**config.mk**
```make
export PLATFORM = sky130hd
export DESIGN_NAME = brq_decoder
export DESIGN_NICKNAME = d
export VERILOG_FILES = /design/src/rtl/brq_pkg.sv /design/src/rtl/brq_frame_fsm.sv /design/src/rtl/brq_speed_class.sv /design/src/rtl/brq_mode_gate.sv /design/src/rtl/brq_decoder.sv
export SDC_FILE = /design/constraint.sdc
export NUM_CORES = 1
export LEC_CHECK = 0
export ABC_AREA = 1
export ABC_CLOCK_PERIOD_IN_PS = 3320
export BUFFER_PORTS_ARGS = -buffer_cell sky130_fd_sc_hd__buf_2
export CORE_MARGIN = 5
export CORE_UTILIZATION = 58
export CTS_CLUSTER_SIZE = 40
export DETAILED_ROUTE_END_ITERATION = 8
export HOLD_SLACK_MARGIN = 0.05
export PLACE_DENSITY = 0.83
export SLEW_MARGIN = 5
export SYNTH_ARGS = -nofsm -noshare
export SYNTH_HDL_FRONTEND = slang
export SYNTH_SLANG_ARGS = --single-unit
```
**constraint.sdc**
```tcl
create_clock -name clk -period 3.32 [get_ports clk]
set_input_delay 0.664 -clock clk [delete_from_list [all_inputs] [get_ports clk]]
set_output_delay 0.664 -clock clk [all_outputs]
set_load 0.02 [all_outputs]
```
**src/rtl/brq_pkg.sv**
```systemverilog
package brq_pkg;

    localparam int TYPE_W = 3;

    localparam logic [TYPE_W-1:0] CODE_BUS   = 3'b001;
    localparam logic [TYPE_W-1:0] CODE_READ  = 3'b101;
    localparam logic [TYPE_W-1:0] CODE_WRITE = 3'b110;

    localparam logic [2:0] SPD_S100 = 3'b000;
    localparam logic [2:0] SPD_S200 = 3'b010;
    localparam logic [2:0] SPD_S400 = 3'b100;

    typedef enum logic [1:0] {
        RK_BUS   = 2'd0,
        RK_READ  = 2'd1,
        RK_WRITE = 2'd2
    } req_kind_e;

    typedef enum logic [3:0] {
        ST_IDLE,
        ST_TYPE,
        ST_SPD,
        ST_XBIT,
        ST_STOP,
        ST_TAIL,
        ST_ADDR,
        ST_DATA,
        ST_RSTOP
    } dec_state_e;

endpackage

```
**src/rtl/brq_frame_fsm.sv**
```systemverilog
module brq_frame_fsm
    import brq_pkg::*;
#(
    parameter int ADDR_W = 4,
    parameter int DATA_W = 8,
    parameter int SPD_W  = 3
) (
    input  logic              clk,
    input  logic              rst_n,
    input  logic              lreq,
    output logic              vld,
    output logic              err,
    output req_kind_e         kind,
    output logic [SPD_W-1:0]  spd,
    output logic              ext,
    output logic [ADDR_W-1:0] addr,
    output logic [DATA_W-1:0] data
);

    localparam int LEG_W   = SPD_W - 1;
    localparam int MAX_LEN = (ADDR_W > DATA_W) ? ADDR_W : DATA_W;
    localparam int CNT_W   = $clog2(MAX_LEN + 1);

    typedef struct packed {
        dec_state_e        st;
        logic [CNT_W-1:0]  cnt;
        logic [TYPE_W-1:0] ty;
        req_kind_e         kind;
        logic [SPD_W-1:0]  spd;
        logic              ext;
        logic [ADDR_W-1:0] addr;
        logic [DATA_W-1:0] data;
        logic              vld;
        logic              err;
    } fsm_t;

    fsm_t d, q;
    logic [TYPE_W-1:0] ty_full;

    assign ty_full = {q.ty[TYPE_W-2:0], lreq};

    always_comb begin
        d     = q;
        d.vld = 1'b0;
        d.err = 1'b0;
        case (q.st)
            ST_IDLE: begin
                if (lreq) begin
                    d.st  = ST_TYPE;
                    d.cnt = '0;
                end
            end
            ST_TYPE: begin
                d.ty  = ty_full;
                d.cnt = q.cnt + 1'b1;
                if (q.cnt == CNT_W'(TYPE_W - 1)) begin
                    d.cnt = '0;
                    case (ty_full)
                        CODE_BUS: begin
                            d.kind = RK_BUS;
                            d.st   = ST_SPD;
                        end
                        CODE_READ: begin
                            d.kind = RK_READ;
                            d.st   = ST_ADDR;
                        end
                        CODE_WRITE: begin
                            d.kind = RK_WRITE;
                            d.st   = ST_ADDR;
                        end
                        default: begin
                            d.err = 1'b1;
                            d.st  = ST_IDLE;
                        end
                    endcase
                end
            end
            ST_SPD: begin
                d.spd = {q.spd[SPD_W-2:0], lreq};
                d.cnt = q.cnt + 1'b1;
                if (q.cnt == CNT_W'(LEG_W - 1)) begin
                    d.cnt = '0;
                    d.st  = ST_XBIT;
                end
            end
            ST_XBIT: begin
                if (lreq) begin
                    d.spd = {q.spd[SPD_W-2:0], 1'b1};
                    d.st  = ST_STOP;
                end else begin
                    d.st  = ST_TAIL;
                end
            end
            ST_STOP: begin
                d.vld = 1'b1;
                d.ext = 1'b1;
                d.st  = ST_IDLE;
            end
            ST_TAIL: begin
                d.spd = {q.spd[SPD_W-2:0], 1'b0};
                d.vld = 1'b1;
                if (lreq) begin
                    d.ext = 1'b0;
                    d.st  = ST_TYPE;
                    d.cnt = '0;
                end else begin
                    d.ext = 1'b1;
                    d.st  = ST_IDLE;
                end
            end
            ST_ADDR: begin
                d.addr = {q.addr[ADDR_W-2:0], lreq};
                d.cnt  = q.cnt + 1'b1;
                if (q.cnt == CNT_W'(ADDR_W - 1)) begin
                    d.cnt = '0;
                    d.st  = (q.kind == RK_WRITE) ? ST_DATA : ST_RSTOP;
                end
            end
            ST_DATA: begin
                d.data = {q.data[DATA_W-2:0], lreq};
                d.cnt  = q.cnt + 1'b1;
                if (q.cnt == CNT_W'(DATA_W - 1)) begin
                    d.cnt = '0;
                    d.st  = ST_RSTOP;
                end
            end
            ST_RSTOP: begin
                d.vld = 1'b1;
                d.st  = ST_IDLE;
            end
            default: d.st = ST_IDLE;
        endcase
    end

    always_ff @(posedge clk) begin
        if (!rst_n) begin
            q      <= '0;
            q.st   <= ST_IDLE;
            q.kind <= RK_BUS;
        end else begin
            q <= d;
        end
    end

    assign vld  = q.vld;
    assign err  = q.err;
    assign kind = q.kind;
    assign spd  = q.spd;
    assign ext  = q.ext;
    assign addr = q.addr;
    assign data = q.data;


    valid_pulse_chk: assert property (@(posedge clk) disable iff (!rst_n)
        q.vld |=> !q.vld);


    err_pulse_chk: assert property (@(posedge clk) disable iff (!rst_n)
        q.err |=> !q.err);


    vld_err_excl_chk: assert property (@(posedge clk) disable iff (!rst_n)
        !(q.vld && q.err));


    legacy_low_bit_chk: assert property (@(posedge clk) disable iff (!rst_n)
        (q.vld && q.kind == RK_BUS && !q.ext) |-> (q.spd[0] == 1'b0));


    err_to_idle_chk: assert property (@(posedge clk) disable iff (!rst_n)
        q.err |-> (q.st == ST_IDLE));

endmodule

```
**src/rtl/brq_speed_class.sv**
```systemverilog
module brq_speed_class
    import brq_pkg::*;
#(
    parameter int SPD_W = 3
) (
    input  logic [SPD_W-1:0] spd,
    output logic             over
);

    always_comb begin
        case (spd)
            SPD_W'(SPD_S100),
            SPD_W'(SPD_S200),
            SPD_W'(SPD_S400): over = 1'b0;
            default:          over = 1'b1;
        endcase
    end

endmodule

```
**src/rtl/brq_mode_gate.sv**
```systemverilog
module brq_mode_gate #(
    parameter int N_MODES = 2
) (
    input  logic               clk,
    input  logic               rst_n,
    input  logic [N_MODES-1:0] cfg_en,
    input  logic [N_MODES-1:0] link_ok,
    output logic [N_MODES-1:0] mode_en
);

    logic [N_MODES-1:0] en_d, en_q;

    for (genvar i = 0; i < N_MODES; i++) begin : g_mode
        always_comb en_d[i] = cfg_en[i] & link_ok[i];


        unsupported_off_chk: assert property (@(posedge clk) disable iff (!rst_n)
            !link_ok[i] |=> !en_q[i]);
    end

    always_ff @(posedge clk) begin
        if (!rst_n) en_q <= '0;
        else        en_q <= en_d;
    end

    assign mode_en = en_q;

endmodule

```
**src/rtl/brq_decoder.sv**
```systemverilog
module brq_decoder
    import brq_pkg::*;
#(
    parameter int ADDR_W = 4,
    parameter int DATA_W = 8,
    parameter int SPD_W  = 3
) (
    input  logic              clk,
    input  logic              rst_n,
    input  logic              lreq,
    input  logic              cfg_accel,
    input  logic              cfg_mscat,
    input  logic              link_accel_ok,
    input  logic              link_mscat_ok,
    output logic              req_valid,
    output logic [1:0]        req_kind,
    output logic [SPD_W-1:0]  req_speed,
    output logic              req_ext,
    output logic [ADDR_W-1:0] req_addr,
    output logic [DATA_W-1:0] req_data,
    output logic              req_null,
    output logic              req_err,
    output logic              accel_en,
    output logic              mscat_en
);

    req_kind_e  kind;
    logic       over;
    logic [1:0] modes;

    brq_frame_fsm #(
        .ADDR_W (ADDR_W),
        .DATA_W (DATA_W),
        .SPD_W  (SPD_W)
    ) u_fsm (
        .clk   (clk),
        .rst_n (rst_n),
        .lreq  (lreq),
        .vld   (req_valid),
        .err   (req_err),
        .kind  (kind),
        .spd   (req_speed),
        .ext   (req_ext),
        .addr  (req_addr),
        .data  (req_data)
    );

    brq_speed_class #(.SPD_W(SPD_W)) u_spd (
        .spd  (req_speed),
        .over (over)
    );

    brq_mode_gate #(.N_MODES(2)) u_gate (
        .clk     (clk),
        .rst_n   (rst_n),
        .cfg_en  ({cfg_mscat, cfg_accel}),
        .link_ok ({link_mscat_ok, link_accel_ok}),
        .mode_en (modes)
    );

    assign req_kind = kind;
    assign req_null = req_valid && (kind == RK_BUS) && over;
    assign accel_en = modes[0];
    assign mscat_en = modes[1];


    s400_not_null_chk: assert property (@(posedge clk) disable iff (!rst_n)
        (req_valid && req_speed == SPD_W'(SPD_S400)) |-> !req_null);

endmodule

```
**Yosys cells after proc, flatten, opt, wreduce, memory -nomap -nowiden**

Cells that the tools add are included.

- Flip-flop bits (word level): 32
- Input bits: 7
- Output and inout bits: 23

- $add $sub $neg: 1
- Eq/ne operators: 25
- Muxes and demuxes: 20
- Bitwise operators: 2
- Reductions and logical operators: 18

Operators with widths:

| cell | count |
|---|---|
| 2-to-1 mux 8 bit | 5 |
| one-hot mux 4 bit (7 select lines) | 1 |
| one-hot mux 4 bit (6 select lines) | 1 |
| == test 4 x 3 -> 1 bit, second input constant | 5 |
| == test 4 x 2 -> 1 bit, second input constant | 4 |
| == test 3 bit, second input constant | 3 |
| one-hot mux 3 bit (3 select lines) | 1 |
| AND reduction 3 bit | 3 |
| OR reduction 3 bit | 3 |
| == test 4 x 1 -> 1 bit, second input constant | 2 |
| 2-to-1 mux 4 bit | 2 |
| inequality test 2 x 1 -> 1 bit, second input constant | 4 |
| 2-to-1 mux 1 bit | 6 |
| inequality test 2 bit, second input constant | 3 |
| one-hot mux 2 bit (3 select lines) | 1 |
| one-hot mux 3 bit (2 select lines) | 1 |
| nonzero test 3 bit | 2 |
| nonzero test 6 bit | 1 |
| AND reduction 5 bit | 1 |
| adder 4 x 1 -> 4 bit, second input constant | 1 |
| == test 4 bit, second input constant | 1 |
| zero test 4 bit | 1 |
| == test 3 x 1 -> 1 bit, second input constant | 1 |
| == test 3 x 2 -> 1 bit, second input constant | 1 |
| 10 further kinds | 12 |

**Longest topological paths before layout**

Gate-level depths: netlist (run 1).

- Depth in word-level cells: 5
- Depth in mapped cells: 10
- Mapped depth without buffers: 10

**Cells and area by module**

A second synthesis (run 1) with hierarchy kept.

- Cell total of the unflattened synthesis: 241
- Area total of the unflattened synthesis: 1755.4 um^2

Modules (own cells, without submodules):

| module | instances | cells an instance | area each (um^2) | sequential area each (um^2) |
|---|---|---|---|---|
| brq_frame_fsm | 1 | 226 | 1664.1 | 600.6 |
| brq_mode_gate | 1 | 7 | 58.8 | 40.0 |
| brq_decoder | 1 | 5 | 21.3 | 0.0 |
| brq_speed_class | 1 | 3 | 11.3 | 0.0 |

**Worst setup path after synthesis (run 1)**

OpenSTA, ideal clock, no wires.

- Path type: register to output
- Start point: register u_fsm.q, in the netlist u_fsm.vld
- End point: output port req_null
- Arrival time: 1165 ps
- Setup slack: 1491 ps
- Stages on the path, launching flop included: 3
- Cell sequence: dfxtp_1 > inv_1 > nor4_1

- Longest elaborated chain between the ends: 2

Ends and longest elaborated chain:

| element | line | text |
|---|---|---|
| start, declared | brq_frame_fsm.sv:37 | `fsm_t d, q;` |
| logical AND 1 bit (2 in a row) | brq_decoder.sv:62 | `assign req_null = req_valid && (kind == RK_BUS) && over;` |
| end, declared | brq_decoder.sv:21 | `output logic req_null,` |

Every way passes these cells.

**Final worst setup path (run 1)**

- Start point: register u_fsm.q[28] (netlist name)
- End point: register u_fsm.q[27] (netlist name)

- Longest elaborated chain between the ends: 3
- Elaborated cells on any way between the ends: 14
- Classes of those cells: eq/ne (11); mux (1); reduce/logical (2)

Ends and longest elaborated chain:

| element | line | text |
|---|---|---|
| == test 4 x 3 -> 1 bit, or another cell as far along | brq_frame_fsm.sv:46 | `case (q.st)` |
| inequality test 2 x 1 -> 1 bit (no source line) or inequality test 2 bit (tied branches) | -- |  |
| AND reduction 5 bit (no source line) | -- |  |

Several ways; a longest one is shown, not always the timed one.
A chain may end at the register's enable or synchronous reset.

==> results of run 1 <==
[cell families (layout without fill, tap and decap cells)]
logic type,count (synthesis),in the layout,synth area share (%)
flops,32,32,39.3
simple gates,117,117,31.8
buf+inv,42,56,14.4
fa+ha+maj,3,3,2.30
compound gates,38,38,12.1
[layout make-up]
class / count / area share, %
clock buffer: 6 / 2.43
clock inverter: 1 / 0.294
inverter: 20 / 4.56
multi-input combinational: 158 / 44.3
sequential: 32 / 37.6
tap: 31 / 2.28
timing repair buffer: 29 / 8.53
[final timing paths]
| kind | endpoint | startpoint |
|---|---|---|
| hold / removal | u_fsm.ext | u_fsm.ext |
| hold reg to reg | u_fsm.ext | u_fsm.ext |
| setup / recovery | u_fsm.q[27] | u_fsm.q[28] |
| setup reg to reg | u_fsm.q[27] | u_fsm.q[28] |
[report_power, final]
part           total [uW]  leakage (uW)  internal (uW)  switching, uW
Clock                 198     0.0000281           77.8            120
Sequential            406      0.000259            394           11.9
Combinational        84.7      0.000536           28.7           56.1
[metal layers]
metal	wire [um]	track usage, %	vias up
met4	66	9.28	0
met2	1430	25.1	40
met1	1420	20.5	623
met3	205	4.68	7
met5	0	0	-
li1	-	-	748
[Yosys cell counts (all sizes together)]
cell     n
a21oi   15
ha       3
buf     19
nand4    1
nand3   11
nor3     1
o21ai   21
and2     1
o21a     1
dfxtp   32
inv     20
clkbuf   3
nor2    57
nand3b   1
o22ai    1
nand2   43
nor4     2
[through the flow]
stage,utilization (%),hold slack [ns]
3_5_place_dp,60.5,0.438
5_1_grt,62.2,0.462
2_1_floorplan,-,0.463
4_1_cts,62.2,0.451
3_3_place_gp,60.5,0.433
6_report,62.2,0.447
[sequential cells by signal, indices dropped and copies added (netlist names)]
name / flops
u_fsm.q: 10
u_fsm.err: 1
u_fsm.kind: 2
u_fsm.vld: 1
u_fsm.spd: 3
u_fsm.addr: 4
u_fsm.data: 8
u_fsm.ext: 1
u_gate.mode_en: 2
[worst register-to-register path, stage by stage (launching register included)]
cell and delay [ns]:
dfxtp_1 0.53, nand2_1 0.13, nor2_1 0.56, nand2_1 0.13
nand2_2 0.13, nor2_4 0.06, nand2_2 0.06, nand2_1 0.05
a21oi_1 0.13
==> summary.md, run 1 <==
| Metric | Value |
|---|---|
| Die Area | `3970 um2` |
| Non-Filler Instances | `around 280` |
| Crit end category | `flip-flop` |
| Ant diodes | `0` |
| Status | `complete, no violations` |
| Most area-hungry cell type in the Yosys netlist | `dfxtp_1` |
| Clock transition at path regs | `around 0.090 ns` |
| Number of buffers and inverters on the critical path | `0` |
| Final wirelength | `3120 um` |
| Top cells by area, synth | `dfxtp_1 39%, nor2_1 12%, nand2_1 8.8%, buf_4 8.3%, o21ai_0 5.5%` |
| Post-synth cell types | `26` |
| Most frequent cells in the layout | `50 x nor2_1, 38 x nand2_1, 32 x dfxtp_1, 29 x buf_2, 18 x o21ai_0` |
| Fillers | `approximately 240` |
| Max_cap viols | `0` |
| Vias | `1418` |
| Hold buffer count at cts | `0` |
| Netlist Area Pre-Place | `roughly 1600 um2` |
| CTS sink cnt | `32` |
| Reg2reg path depth | `8` |
| Largest net degree at the start of global routing | `21` |
| Slowest stage delay, CP | `0.56 ns` |
| Minimum clock period | `roughly 1.9 ns` |
| Critical path's top delay family | `simple AND/OR/NAND/NOR gates` |
| Placed cell areas | `around 1700 um2` |
| Syn Nets | `242` |
| Final net count | `256` |
| Critical Path AT | `about 2.1 ns` |
| Maximum clock path buffer count | `2` |
| Num rows | `19` |
| Mapped Avg Cell Area | `roughly 7.0 um2` |
| RSZ-0062 raised after global routing | `false` |
| Post-CTS sizing | `0` |
| Vias in the first global route | `between 1k and 1.5k` |
| Fmax | `roughly 0.54 GHz` |
| Clk_lat worst skew | `approximately 0.33 ns` |
| Core ar. | `2730 um2` |
| #FFs+latches synth | `32` |
| Worst-path cell chain | `nand2_1, nor2_1, nand2_1, nand2_2, nor2_4, nand2_2, nand2_1, a21oi_1` |
| Iter 0 DRT Violations | `44` |
| Share of cells above drive strength 1 | `22.0%` |
| CP required | `approximately 3.6 ns` |
| Placer Congestion | `about 0.9` |
| Die height | `about 63 um` |
| Clk root buf | `clkbuf_4` |
| GRT Overall Usage | `16.4%` |
| Slew Limit Fails | `0` |
| Syn Inst Count | `about 230` |
| Post-synth top area share | `39.3%` |
| Endpoints failing setup | `0` |
| Total Neg Setup Slack | `0 ns` |
| Pre-antenna DRT Iters | `4` |
| Port Buf Inserts | `29` |
| Startpoint Class | `flip-flop` |
| Power Density | `approximately 400 nW/um2` |
| Fin area | `about 1700 um2` |
| Crit-path max FO | `11` |
| Routed Antenna Nets | `0` |
| FF/Latch Area | `approximately 640 um2` |
| Initial antenna violation count | `0` |
| Total Power | `roughly 690 uW` |
| Final worst setup slack | `about 1.5 ns` |
| Initial Utilization | `between 50 and 60%` |
| Wire length per cell | `11.3 um` |
| WP depth | `8` |
| Post-place setup slack | `roughly 1.5 ns` |
| Worst clock skew | `a little over 0.004 ns` |
| CTS buffer count | `5` |
| Ys Warns | `0` |
| Multi-input gate area | `approximately 750 um2` |
| Sequential element share of the synthesized area | `around two fifths` |
| DRC | `0` |
| H-tree levels | `2` |
| Die width | `about 63 um` |
| Placed cells | `270` |
| Worst hold-check path type | `reg2reg` |
| Vias per cell | `5.12` |
| Leading cell type in the layout, fill and taps excluded | `nor2_1` |
| Pleak | `approximately 0.00082 uW` |
| R2r setup slk | `about 1.5 ns` |
| Slew @ Worst Pin | `0.695 ns` |
| Fin crit share | `a little under three fifths` |
| Setup bufs post-CTS | `0` |
| CP Class | `reg2reg` |
| GR Overflow Total | `0` |
| Min-Delay Path Depth | `2` |
| Slowest-stage cell, CP | `nor2_1` |
| Top-Level Pins | `30` |
| TritonCTS clock tree | `built` |
| Slew Limit Headroom | `53.5%` |
| First-pass GRT wire length | `between 5000 and 6000 um` |
| Maximum VDD drop | `341 uV` |
| Detailed placement HPWL | `roughly 2300 um` |
| Final Hold Fails | `0` |
| Critical Path Most Common Cell | `nand2_1` |
| Syn-to-layout area delta | `4.45%` |
(Power assumes the default switching activity.)
==> run 2, diff against run 1 <==
--- a/config.mk
+++ b/config.mk
@@ -5,15 +5,15 @@
 export SDC_FILE = /design/constraint.sdc
 export NUM_CORES = 1
 export LEC_CHECK = 0
-export ABC_AREA = 1
-export ABC_CLOCK_PERIOD_IN_PS = 3320
+export ABC_AREA = 0
+export ABC_CLOCK_PERIOD_IN_PS = 1800
 export BUFFER_PORTS_ARGS = -buffer_cell sky130_fd_sc_hd__buf_2
 export CORE_MARGIN = 5
-export CORE_UTILIZATION = 58
+export CORE_UTILIZATION = 55
 export CTS_CLUSTER_SIZE = 40
 export DETAILED_ROUTE_END_ITERATION = 8
 export HOLD_SLACK_MARGIN = 0.05
-export PLACE_DENSITY = 0.83
+export PLACE_DENSITY = 0.79
 export SLEW_MARGIN = 5
 export SYNTH_ARGS = -nofsm -noshare
 export SYNTH_HDL_FRONTEND = slang
==> constraint.sdc (replaced) <==
create_clock -name clk -period 1.8 [get_ports clk]
set_input_delay 0.36 -clock clk [delete_from_list [all_inputs] [get_ports clk]]
set_output_delay 0.36 -clock clk [all_outputs]
set_load 0.02 [all_outputs]
==> summary.md, run 2 <==
| Metric | Value |
|---|---|
| Worst clock skew | `about 0.011 ns` |
| Num rows | `20` |
| Die Area | `approximately 4400 um2` |
| Most area-hungry cell type in the Yosys netlist | `dfxtp_1` |
| Syn Inst Count | `212` |
| GRT Overall Usage | `a little under a fifth` |
| Adder-cell share of the synthesized area | `about 2.7%` |
| Core ar. | `between 3000 and 4000 um2` |
| Clock transition at path regs | `around 0.10 ns` |
| Total Neg Setup Slack | `0 ns` |
| Netlist Area Pre-Place | `1730 um2` |
| Worst-path cell chain | `inv_1, ha_2, nor3b_4, o22ai_2, or2_2, a221oi_2, nor2_1` |
| CP required | `approximately 2.0 ns` |
| Port Buf Inserts | `29` |
| GR Overflow Total | `0` |
| Vias per cell | `5.42` |
| Minimum clock period | `between 1.5 and 2 ns` |
| Share of cells above drive strength 1 | `between 20% and 30%` |
| Primary FF master, synth | `dfxtp_1` |
| Slowest-stage cell, CP | `or2_2` |
| Placer Congestion | `around 0.88` |
| Die height | `between 60 and 70 um` |
| Register with the most flip-flops | `u_fsm.q` |
| Syn Nets | `around 220` |
| Multi-input gate area | `between 800 and 900 um2` |
| Status | `complete, no violations` |
| Asr flop ratio synth | `0%` |
| Total Power | `around 1400 uW` |
| Critical Path AT | `2.00 ns` |
| Count leader, synth | `dfxtp_1` |
| Final wirelength | `between 3000 and 4000 um` |
| Mapped Avg Cell Area | `around 8.2 um2` |
| Synth Area in XOR/XNOR | `about 1%` |
| Sequential element share of the synthesized area | `approximately 37%` |
| Post-synth cell types | `45` |
| Slew Limit Headroom | `a little over two thirds` |
| Initial Utilization | `between 50% and 60%` |
| Routed Antenna Nets | `0` |
| Pleak | `0.000806 uW` |
| Most frequent cells in the layout | `29 x buf_2, 29 x dfxtp_1, 27 x nand2_1, 18 x a21oi_1, 17 x nor2_1` |
| Top cells by area, synth | `dfxtp_1 37%, buf_4 7.8%, nand2_1 5.9%, a21oi_1 5.2%, mux2i_1 4.0%` |
| Synth Area in Compound Gates | `14.2%` |
| Max_cap viols | `0` |
| Pre-antenna DRT Iters | `4` |
| Detailed placement HPWL | `~2600 um` |
| Endpoints failing setup | `0` |
| Post-synth EDFFs | `0` |
| Worst hold-check path type | `in2reg` |
| Final net count | `240` |
| Maximum clock path buffer count | `2` |
| Synth top cells by count | `32 x dfxtp_1, 27 x nand2_1, 18 x a21oi_1, 18 x buf_4, 17 x nor2_1` |
| Post-synth top area share | `37.0%` |
| Multiplexer share of the synthesized area | `5.35%` |
| CTS sink cnt | `32` |
| Syn-to-layout area delta | `12.1%` |
| Die width | `66.1 um` |
| Slew @ Worst Pin | `about 0.44 ns` |
| TritonCTS clock tree | `built` |
| Fin crit share | `98.1%` |
| DRC | `0` |
| Final Hold Fails | `0` |
| Ys Warns | `0` |
| Slowest stage delay, CP | `between 0.3 and 0.4 ns` |
| Crit-path max FO | `5` |
| Largest net degree at the start of global routing | `28` |
| Slew Limit Fails | `0` |
| H-tree levels | `2` |
| Wire length per cell | `about 14 um` |
| Post-layout util | `~64%` |
| Iter 0 DRT Violations | `a little over 80` |
| Fillers | `266` |
| Fmax | `0.567 GHz` |
| Simple-gate portion of the synthesized area | `between 20% and 30%` |
| Number of buffers and inverters on the critical path | `1` |
| Clk_lat worst skew | `0.35 ns` |
| Max reg flops | `10` |
| Top-Level Pins | `30` |
| #FFs+latches synth | `32` |
| CP Class | `reg2reg` |
| Maximum VDD drop | `442 uV` |
| Largest family of logic cells by synthesized area | `simple AND/OR/NAND/NOR gates` |
| Initial antenna violation count | `0` |
| Ant diodes | `0` |
| Critical path's top delay family | `simple AND/OR/NAND/NOR gates` |
| Crit end category | `flip-flop` |
| Clk root buf | `clkbuf_4` |
| CTS buffer count | `5` |
| Vias | `roughly 1.5k` |
| Startpoint Class | `flip-flop` |
| First-pass GRT wire length | `between 6000 and 7000 um` |
| Vias in the first global route | `around 1.4k` |
| FF/Latch Area | `between 600 and 700 um2` |
| Power Density | `between 700 and 800 nW/um2` |
## run 2: cell types whose count changed in the layout (fill, tap and decap cells not counted), moves of 4 or more
cell     delta
nor2_2      -4
nor3_1      +4
buf_4      +13
a21oi_1     +4
inv_1       -7
mux2i_1     +7
nor2b_1     +6
nand2_2     -5
nand2_1    -11
inv_2       -4
o21ai_0    -12
nor2_1     -33
and3_1      +6
## run 2: area by class of cell
class / instances / area share (%)
clock inverter: 2 / 1.81
multi-input combinational: 140 / 45.7
clock buffer: 6 / 2.13
timing repair buffer: 42 / 12.5
inverter: 9 / 1.74
sequential: 32 / 33.2
tap: 44 / 2.84
## run 2: path summary, 6_finish.rpt
check                                    from                 to  slack [ns]  cells after the start
worst max-delay path              u_fsm.q[23]        u_fsm.q[28]        0.04                      7
worst min-delay path            link_mscat_ok  u_gate.mode_en[1]        0.24                      2
worst max register to register    u_fsm.q[23]        u_fsm.q[28]        0.04                      7
worst min register to register  u_fsm.data[7]      u_fsm.data[7]        0.47                      2
## run 2: metrics by stage
stage	std cells	hold slack [ns]	setup slack, ns	instance area, um2
global route	275	0.261	-0.0103	1940
finish	275	0.243	0.0351	1940
floorplan	212	0.437	0.115	1730
detailed placement	267	0.446	0.0143	1840
global placement	267	0.440	0.0489	1840
CTS	275	0.246	0.0255	1920
## run 2: repair_timing
action	4_1_cts	5_1_grt
resized for setup	1	7
pin swaps	0	0
buffers inserted	0	0
hold buffers	0	0
endpoints found under the setup margin	1	4
## run 2: kinds of logic after synthesis
group / count (synthesis)
AND/OR/NAND/NOR: 86
buffers and inverters: 40
AO/OA/AOI/OAI: 39
flip-flops: 32
multiplexers: 9
adder cells (fa/ha/maj): 4
XOR/XNOR: 2
## run 2: power by group
part           switching [uW]  internal, uW
clock                     254           291
combinational            83.5          66.8
sequential               16.9           721
total                     354          1080
## run 2: per-layer routing
metal	GRT usage (%)	vias to the layer above	routed length, um
li1	-	752	-
met5	0	-	0
met3	4.59	7	238
met1	24.9	686	1740
met2	29.7	45	1700
met4	7.87	0	48
